===== config.mk =====
export PLATFORM = sky130hd
export DESIGN_NAME = bundle_hdr_parser
export DESIGN_NICKNAME = d
export VERILOG_FILES = /design/src/rtl/bhp_pkg.sv /design/src/rtl/bhp_layout.sv /design/src/rtl/bhp_esc_detect.sv /design/src/rtl/bundle_hdr_parser.sv
export SDC_FILE = /design/constraint.sdc
export NUM_CORES = 1
export LEC_CHECK = 0
export ABC_AREA = 1
export BUFFER_PORTS_ARGS = -buffer_cell sky130_fd_sc_hd__buf_4
export CORE_MARGIN = 8
export CORE_UTILIZATION = 52
export CTS_BUF_LIST = sky130_fd_sc_hd__clkbuf_4 sky130_fd_sc_hd__clkbuf_8
export DETAILED_ROUTE_END_ITERATION = 8
export PLACE_DENSITY = 0.79
export SETUP_SLACK_MARGIN = 0.02
export SYNTH_ARGS = -nofsm -noshare
export SYNTH_HDL_FRONTEND = slang
export SYNTH_SLANG_ARGS = --single-unit

===== constraint.sdc =====
create_clock -name clk -period 1.7 [get_ports clk]
set_input_delay 0.17 -clock clk [delete_from_list [all_inputs] [get_ports clk]]
set_output_delay 0.17 -clock clk [all_outputs]
set_load 0.03 [all_outputs]

===== src/rtl/bhp_pkg.sv =====
package bhp_pkg;

  // Slot width of block blk: morsel count grows with the block index, and the
  // final block carries one extra bit.
  function automatic int unsigned slot_width(int unsigned blk, int unsigned nblk,
                                             int unsigned morsel);
    return (blk + 1) * morsel + ((blk == nblk - 1) ? 1 : 0);
  endfunction

endpackage


===== src/rtl/bhp_layout.sv =====
module bhp_layout #(
  parameter int unsigned NUM_BLK  = 4,
  parameter int unsigned LEN_W    = 8,
  parameter int unsigned CNT_W    = 3,
  parameter int unsigned MAX_CNT  = 5,
  parameter int unsigned MORSEL_W = 4,
  parameter int unsigned HDR_W    = LEN_W + (NUM_BLK - 1) * CNT_W
) (
  input  logic [LEN_W-1:0]               len,
  input  logic [(NUM_BLK-1)*CNT_W-1:0]   cnt_enc,
  output logic [NUM_BLK*CNT_W-1:0]       cnt_all,
  output logic [NUM_BLK*LEN_W-1:0]       start_all,
  output logic                           bad
);
  localparam int unsigned SUM_W   = LEN_W + CNT_W + 6;
  localparam int unsigned SW_LAST = bhp_pkg::slot_width(NUM_BLK - 1, NUM_BLK, MORSEL_W);

  logic [SUM_W-1:0] acc [NUM_BLK];
  logic [NUM_BLK-1:0] hi_bits;
  logic [SUM_W-1:0] len_ext, rem, quo, md;
  logic neg;

  assign acc[0] = SUM_W'(HDR_W);

  for (genvar b = 0; b < NUM_BLK - 1; b++) begin : g_chain
    localparam int unsigned SW = bhp_pkg::slot_width(b, NUM_BLK, MORSEL_W);
    assign acc[b+1] = acc[b] + SUM_W'(cnt_enc[b*CNT_W +: CNT_W]) * SUM_W'(SW);
    assign cnt_all[b*CNT_W +: CNT_W] = cnt_enc[b*CNT_W +: CNT_W];
  end

  for (genvar b = 0; b < NUM_BLK; b++) begin : g_start
    assign start_all[b*LEN_W +: LEN_W] = acc[b][LEN_W-1:0];
    assign hi_bits[b] = |acc[b][SUM_W-1:LEN_W];
  end

  // Final block: whatever length remains, in whole slots.
  assign len_ext = SUM_W'(len);
  assign neg     = acc[NUM_BLK-1] > len_ext;
  assign rem     = len_ext - acc[NUM_BLK-1];
  assign quo     = rem / SUM_W'(SW_LAST);
  assign md      = rem % SUM_W'(SW_LAST);
  assign cnt_all[(NUM_BLK-1)*CNT_W +: CNT_W] = quo[CNT_W-1:0];

  assign bad = neg || (|hi_bits) || (md != '0) || (quo > SUM_W'(MAX_CNT));
endmodule


===== src/rtl/bhp_esc_detect.sv =====
module bhp_esc_detect #(
  parameter int unsigned NUM_BLK = 4,
  parameter int unsigned CNT_W   = 3,
  parameter int unsigned MAX_CNT = 5,
  parameter int unsigned ESC_W   = 3
) (
  input  logic [(NUM_BLK-1)*CNT_W-1:0] cnt_enc,
  output logic                         hit,
  output logic [ESC_W-1:0]             code
);
  localparam int unsigned PER = (1 << CNT_W) - MAX_CNT - 1;

  logic [CNT_W-1:0] fld;

  // Scan from the top block down so the lowest illegal field decides.
  always_comb begin
    hit  = 1'b0;
    code = '0;
    fld  = '0;
    for (int b = NUM_BLK - 2; b >= 0; b--) begin
      fld = cnt_enc[b*CNT_W +: CNT_W];
      if (fld > CNT_W'(MAX_CNT)) begin
        hit  = 1'b1;
        code = ESC_W'(b * PER) + ESC_W'(fld) - ESC_W'(MAX_CNT + 1);
      end
    end
  end
endmodule


===== src/rtl/bundle_hdr_parser.sv =====
module bundle_hdr_parser #(
  parameter int unsigned NUM_BLK  = 4,
  parameter int unsigned LEN_W    = 8,
  parameter int unsigned CNT_W    = 3,
  parameter int unsigned MAX_CNT  = 5,
  parameter int unsigned MORSEL_W = 4,
  localparam int unsigned HDR_W   = LEN_W + (NUM_BLK - 1) * CNT_W,
  localparam int unsigned ESC_N   = (NUM_BLK - 1) * ((1 << CNT_W) - MAX_CNT - 1),
  localparam int unsigned ESC_W   = (ESC_N > 2) ? $clog2(ESC_N) : 1
) (
  input  logic                       clk,
  input  logic                       rst_n,
  input  logic                       in_valid,
  output logic                       in_ready,
  input  logic [HDR_W-1:0]           in_hdr,
  output logic                       out_valid,
  input  logic                       out_ready,
  output logic [LEN_W-1:0]           out_len,
  output logic [NUM_BLK*CNT_W-1:0]   out_cnt,
  output logic [NUM_BLK*LEN_W-1:0]   out_start,
  output logic                       out_esc,
  output logic [ESC_W-1:0]           out_esc_code,
  output logic                       out_err
);
  logic [LEN_W-1:0]             f_len;
  logic [(NUM_BLK-1)*CNT_W-1:0] f_cnt;
  logic [NUM_BLK*CNT_W-1:0]     l_cnt;
  logic [NUM_BLK*LEN_W-1:0]     l_start;
  logic                         l_bad, e_hit;
  logic [ESC_W-1:0]             e_code;
  logic                         take;

  assign f_len = in_hdr[LEN_W-1:0];
  assign f_cnt = in_hdr[HDR_W-1:LEN_W];

  bhp_layout #(
    .NUM_BLK(NUM_BLK), .LEN_W(LEN_W), .CNT_W(CNT_W),
    .MAX_CNT(MAX_CNT), .MORSEL_W(MORSEL_W), .HDR_W(HDR_W)
  ) u_layout (
    .len(f_len), .cnt_enc(f_cnt), .cnt_all(l_cnt), .start_all(l_start), .bad(l_bad)
  );

  bhp_esc_detect #(
    .NUM_BLK(NUM_BLK), .CNT_W(CNT_W), .MAX_CNT(MAX_CNT), .ESC_W(ESC_W)
  ) u_esc (
    .cnt_enc(f_cnt), .hit(e_hit), .code(e_code)
  );

  assign in_ready = !out_valid || out_ready;
  assign take     = in_valid && in_ready;

  always_ff @(posedge clk or negedge rst_n) begin
    if (!rst_n) begin
      out_valid    <= 1'b0;
      out_len      <= '0;
      out_cnt      <= '0;
      out_start    <= '0;
      out_esc      <= 1'b0;
      out_esc_code <= '0;
      out_err      <= 1'b0;
    end else if (take) begin
      out_valid    <= 1'b1;
      out_len      <= f_len;
      out_esc      <= e_hit;
      out_esc_code <= e_hit ? e_code : '0;
      out_err      <= !e_hit && l_bad;
      if (e_hit || l_bad) begin
        out_cnt   <= '0;
        out_start <= '0;
      end else begin
        out_cnt   <= l_cnt;
        out_start <= l_start;
      end
    end else if (out_ready) begin
      out_valid <= 1'b0;
    end
  end
endmodule


**Word-level counts from Yosys, hierarchy flattened**

Cells that the tools add are included.

- Output and inout bits: 59
- Word-level logic and storage cells: 47
- Input bits: 21
- Flip-flop bits (word level): 58

- Reductions and logical operators: 12
- $add $sub $neg: 9
- Multiply operators: 1
- Mux-type cells: 11
- $lt $le $gt $ge: 5
- Divide/modulo/power cells: 2

Operators by type and width:

| operator | number |
|---|---|
| $mux 32 | 1 |
| $reduce_or 27->1 | 1 |
| $add 17x6->17 | 1 |
| $add 17x7->17 | 1 |
| $div 17x5->17 const B | 1 |
| $gt 17x3->1 const B | 1 |
| $gt 17x8->1 | 1 |
| $mod 17x5->17 const B | 1 |
| $reduce_bool 17->1 | 1 |
| $sub 8x17->17 | 1 |
| $mux 12 | 1 |
| $mux 3 | 4 |
| $gt 3x3->1 const B | 3 |
| $sub 3x3->3 const B | 3 |
| $add 5x5->6 const A | 1 |
| $logic_or 1x1->1 | 5 |
| $mul 3x2->5 const B | 1 |
| $mux 1 | 5 |
| $add 2x3->3 const A | 1 |
| $add 3x3->3 const A | 1 |
| $logic_and 1x1->1 | 2 |
| $logic_not 1->1 | 2 |
| $reduce_bool 2->1 | 1 |

**Longest topological paths before layout**

- Depth in word-level cells: 10
- Mapped depth: 56
- Depth with buffers taken out: 54

**Cells and area by module**

From an unflattened synthesis, not the netlist that was laid out.

- Cells, all modules: 722
- Area, all modules: 4828.4 sq um

By module, submodules not included:

| module | instances | seq. area each (sq um) | area an instance (sq um) | cells each |
|---|---|---|---|---|
| bundle_hdr_parser | 1 | 1451.4 | 2598.7 | 343 |
| bhp_layout | 1 | 0.0 | 2045.7 | 345 |
| bhp_esc_detect | 1 | 0.0 | 183.9 | 34 |

**Least setup slack after synthesis**

OpenSTA, ideal clock, no wires.

- Path type: input to register
- From: input port in_hdr[9]
- To: register out_cnt[9]
- Setup slack: -4.706 ns
- Path buffers: 2
- Library setup time: 0.065 ns
- Required time: 1.635 ns
- Arrival time: 6.341 ns
- Stages: 50
- Cell sequence: ha_1 -> inv_1 -> fa_1 -> inv_1 -> ha_1 -> a21oi_1 -> inv_1 -> a31oi_1 -> nor2_1 -> inv_1 -> nand2_1 -> ha_1 -> nand2_1 -> nand3_1 -> nand2_1 -> inv_1 -> fa_1 -> inv_1 -> [... 14 more ...] -> nand2_2 -> nand3_4 -> buf_8 -> xor2_4 -> ha_1 -> inv_1 -> nor3_2 -> nand2_1 -> nand3_4 -> nand2_1 -> nand2_1 -> nand2_1 -> nor2_1 -> nand2_1 -> nor2_4 -> buf_6 -> nand3_1 -> nand2_1

- Word-level cells in the longest chain between the ends: 10
- Elaborated cells on any way between the ends: 17
- Classes of those cells: add/sub: 4; div: 2; order compare: 3; mux: 2; reduce/logical: 6

RTL lines:

| item | RTL line | RTL |
|---|---|---|
| start, declared | bundle_hdr_parser.sv:15 | `input logic [HDR_W-1:0] in_hdr,` |
| parallel branches: the longest is 9 deep, another holds $add 17x6->17 | -- |  |
| $mux 12 (*) | bundle_hdr_parser.sv:67 | `if (e_hit \|\| l_bad) begin` |
| end signal, assigned | bundle_hdr_parser.sv:71 | `out_cnt <= l_cnt;` |
| end, declared | bundle_hdr_parser.sv:19 | `output logic [NUM_BLK*CNT_W-1:0] out_cnt,` |

Mark *: on every way between the ends.
A chain may end at the register's enable or synchronous reset.

**Worst setup path after layout**

- From: input port in_hdr[15]
- To: register out_cnt[3]

- Word-level cells in the longest chain between the ends: 9
- Elaborated cells on any way between the ends: 18
- Classes of those cells: add/sub: 2; mul: 1; div: 2; order compare: 3; mux: 4; reduce/logical: 6

RTL lines:

| item | RTL line |
|---|---|
| parallel branches: the longest is 7 deep, another holds $add 17x7->17 | -- |
| $logic_or 1x1->1 (*) | bundle_hdr_parser.sv:67 |
| $mux 12 (*) | bundle_hdr_parser.sv:67 |

Marks and branches as above.

==> results.toml <==
[synth]
synth_cell_types = 47
netlist_instances = 544
synth_seq_area_share = 0.2443
ys_warn_count = 0
synth.top_cell.area_share = 0.2443
synth_area_leaders = "dfrtp_1 24%, nand2_1 16%, ha_1 7.7%"
yosys.area.top_type = "dfrtp_1"
syn_area_per_cell_um2 = 7.155
ys_ff_latch = 38
syn_area_um2 = 3892

[sta]
fin_crit_ns = 7.283
tightest_slew_ns = 0.5063
setup_tns_ns = -137.07
setup_violations = 25
fmax_mhz = 137.3
final-hold-violation-count = 0
clock_skew_ns = 0.02614
holdWs_ns = 0.1154
rsz0062_at_grt = "true"
setup_slack_ns = -5.583
period_share = 4.284
slew_viol_final = 0
slew_headroom = 0.6625

[floorplanning]
rows = 31
die_w_um = 102.5
coreArea_um2 = 7253
dieArea_um2 = 10510
start_util = 0.5367
ioPinCount = 80
die_h_um = 102.5

[setup_path]
critical_path.endpoint = "out_cnt[3]"
path_delay_family = "simple AND/OR/NAND/NOR gates"
worstSetupEndpointType = "flip-flop"
worstPathArrival_ns = 7.51
worst-path-max-fanout = 7
critPathKind = "in -> reg"
critPathLaunch = "in_hdr[15]"
rr_endpoint = "out_start[20]"
worstSetupStartpointType = "input pin"
ff2ff_path_depth = 6
path_buf_inv = 10
max_stage_delay_ns = 0.64
r2r_start = "out_valid"
worstPathRequired_ns = 1.93
cpMaxStageDelayCell = "fa_2"
rrSetupSlack_ns = 0.15
critical_path_depth = 49

[routing]
ant_nets = 0
top_layer = "met4"
wl_met1_um = 6632
vias = 5576
drt_wl_total_um = 20560
wl_per_cell_um = 23.55
met2WireLength_um = 9016
drt-pass1-iter-count = 6
drc = 0
via_per_inst = 6.387
wl_met3_um = 2783
drt_iter0_markers = 610

[finish]
antenna_cells = 0
final_common_cell = "buf_4"
register_area_um2 = 950.9
finish.instance_area_um2 = 6352
fillers = 313
layout.nets = 822
final_cell_mix = "226 x buf_4, 134 x nand2_1, 53 x inv_1, 38 x nand2_2, 38 x dfrtp_1"
area_growth_pct = 63.20
multi_input_area_um2 = 2933
drive_above_1_share = 0.5336

[clock_tree]
cts_sinks = 38
htree_levels = 2
cts_tree = "yes"
cts-buffers-inserted = 5
cts.path.max_buffers = 2
clkTransAtPathRegs_ns = 0.10
clock_latency_ns = 0.32
cts_root_buf = "clkbuf_8"

[global_route]
antenna_found_initial = 0
grt_max_degree = 39
overflow = 0
grt_pass1_wl_um = 26200
grt_use_total = 0.3249
grt_pass1_vias = 5165

[placed_design]
dp_hpwl_um = 9260
port_buffers = 67
gp_congestion = 0.9393
dpl_cell_area_um2 = 5269

[flow_run]
cap_violations = 0

[hold_path]
min_path_type = "in -> reg"

[run_status]
violations = "negative setup slack"
outcome = "finished, violations left"
[kinds of logic (layout without fill, tap and decap cells)]
kind of cell | count (synthesis) | in the layout | share of synthesized area
AO/OA/AOI/OAI | 50 | 50 | 0.08197
XOR/XNOR | 13 | 13 | 0.03761
adder cells (fa/ha/maj) | 28 | 28 | 0.09772
buffers and inverters | 106 | 325 | 0.1289
flip-flops | 38 | 38 | 0.2443
other | 1 | 12 | 0.0009634
AND/OR/NAND/NOR | 308 | 308 | 0.4085
[cell type report]
cell class                 count  share of cell area
clock buffer                   5             0.01083
clock inverter                 3             0.01083
inverter                      76             0.04570
multi-input combinational    411              0.4617
sequential                    38              0.1497
tap                           99             0.01950
timing repair buffer         241              0.3018
[state kept, by name, indices dropped and copies added (netlist names)]
name	count
out_len	8
out_err	1
out_esc_code	3
out_start	12
out_cnt	12
out_esc	1
out_valid	1
[worst min-delay path, stage by stage]
cell and delay, ns:
buf_4 0.11, nand2_1 0.07, nand2_1 0.06
[synth_stat cells (all sizes together)]
library cell	instances
xnor2	4
a211oi	1
o211ai	3
nor2	25
conb	1
or2	2
nand4	15
a21o	2
a21oi	23
buf	25
xnor3	1
a21boi	1
o31ai	2
xor2	8
clkbuf	5
nand2	187
a31oi	1
dfrtp	38
nand3b	1
fa	4
inv	75
ha	24
a221oi	1
clkinv	1
nor3	2
nand3	76
o21ai	16
[layer usage]
metal  vias up  track usage
li1       2188            -
met1      2508       0.3373
met2       628       0.5724
met3       252      0.07157
met4         0       0.2269
met5         -            0
[worst min path at each step]
stage | start | endpoint | slack [ns] | cells past startpoint
floorplan | rst_n | out_cnt[0] | -0.13 | 0
global placement | rst_n | out_start[27] | 0.16 | 1
detailed placement | rst_n | out_start[21] | 0.17 | 1
CTS | in_hdr[2] | out_len[2] | 0.1 | 3
global route | in_hdr[7] | out_len[7] | 0.12 | 3
finish | in_hdr[2] | out_len[2] | 0.12 | 3
[metrics by stage]
stage,util,setup WS (ns),instances
after floorplan,-,-4.423,555
after global placement,0.7264,-4.656,795
after detailed placement,0.7264,-4.894,795
after CTS,0.8265,-4.539,858
after global routing,0.8758,-5.958,873
final,0.8758,-5.583,873
[repair_timing]
action                                  4_1_cts  5_1_grt
buffers inserted                             52       17
endpoints found under the setup margin       25       25
cloned                                        2        1
pin swaps                                     7       40
hold buffers                                  1        0
gates resized for setup                      31       66
endpoints found under the hold margin        38        0
Power is left out: the tool's default activity adds up to more than one toggle a clock period on the data nets, which glitch-free logic cannot reach.
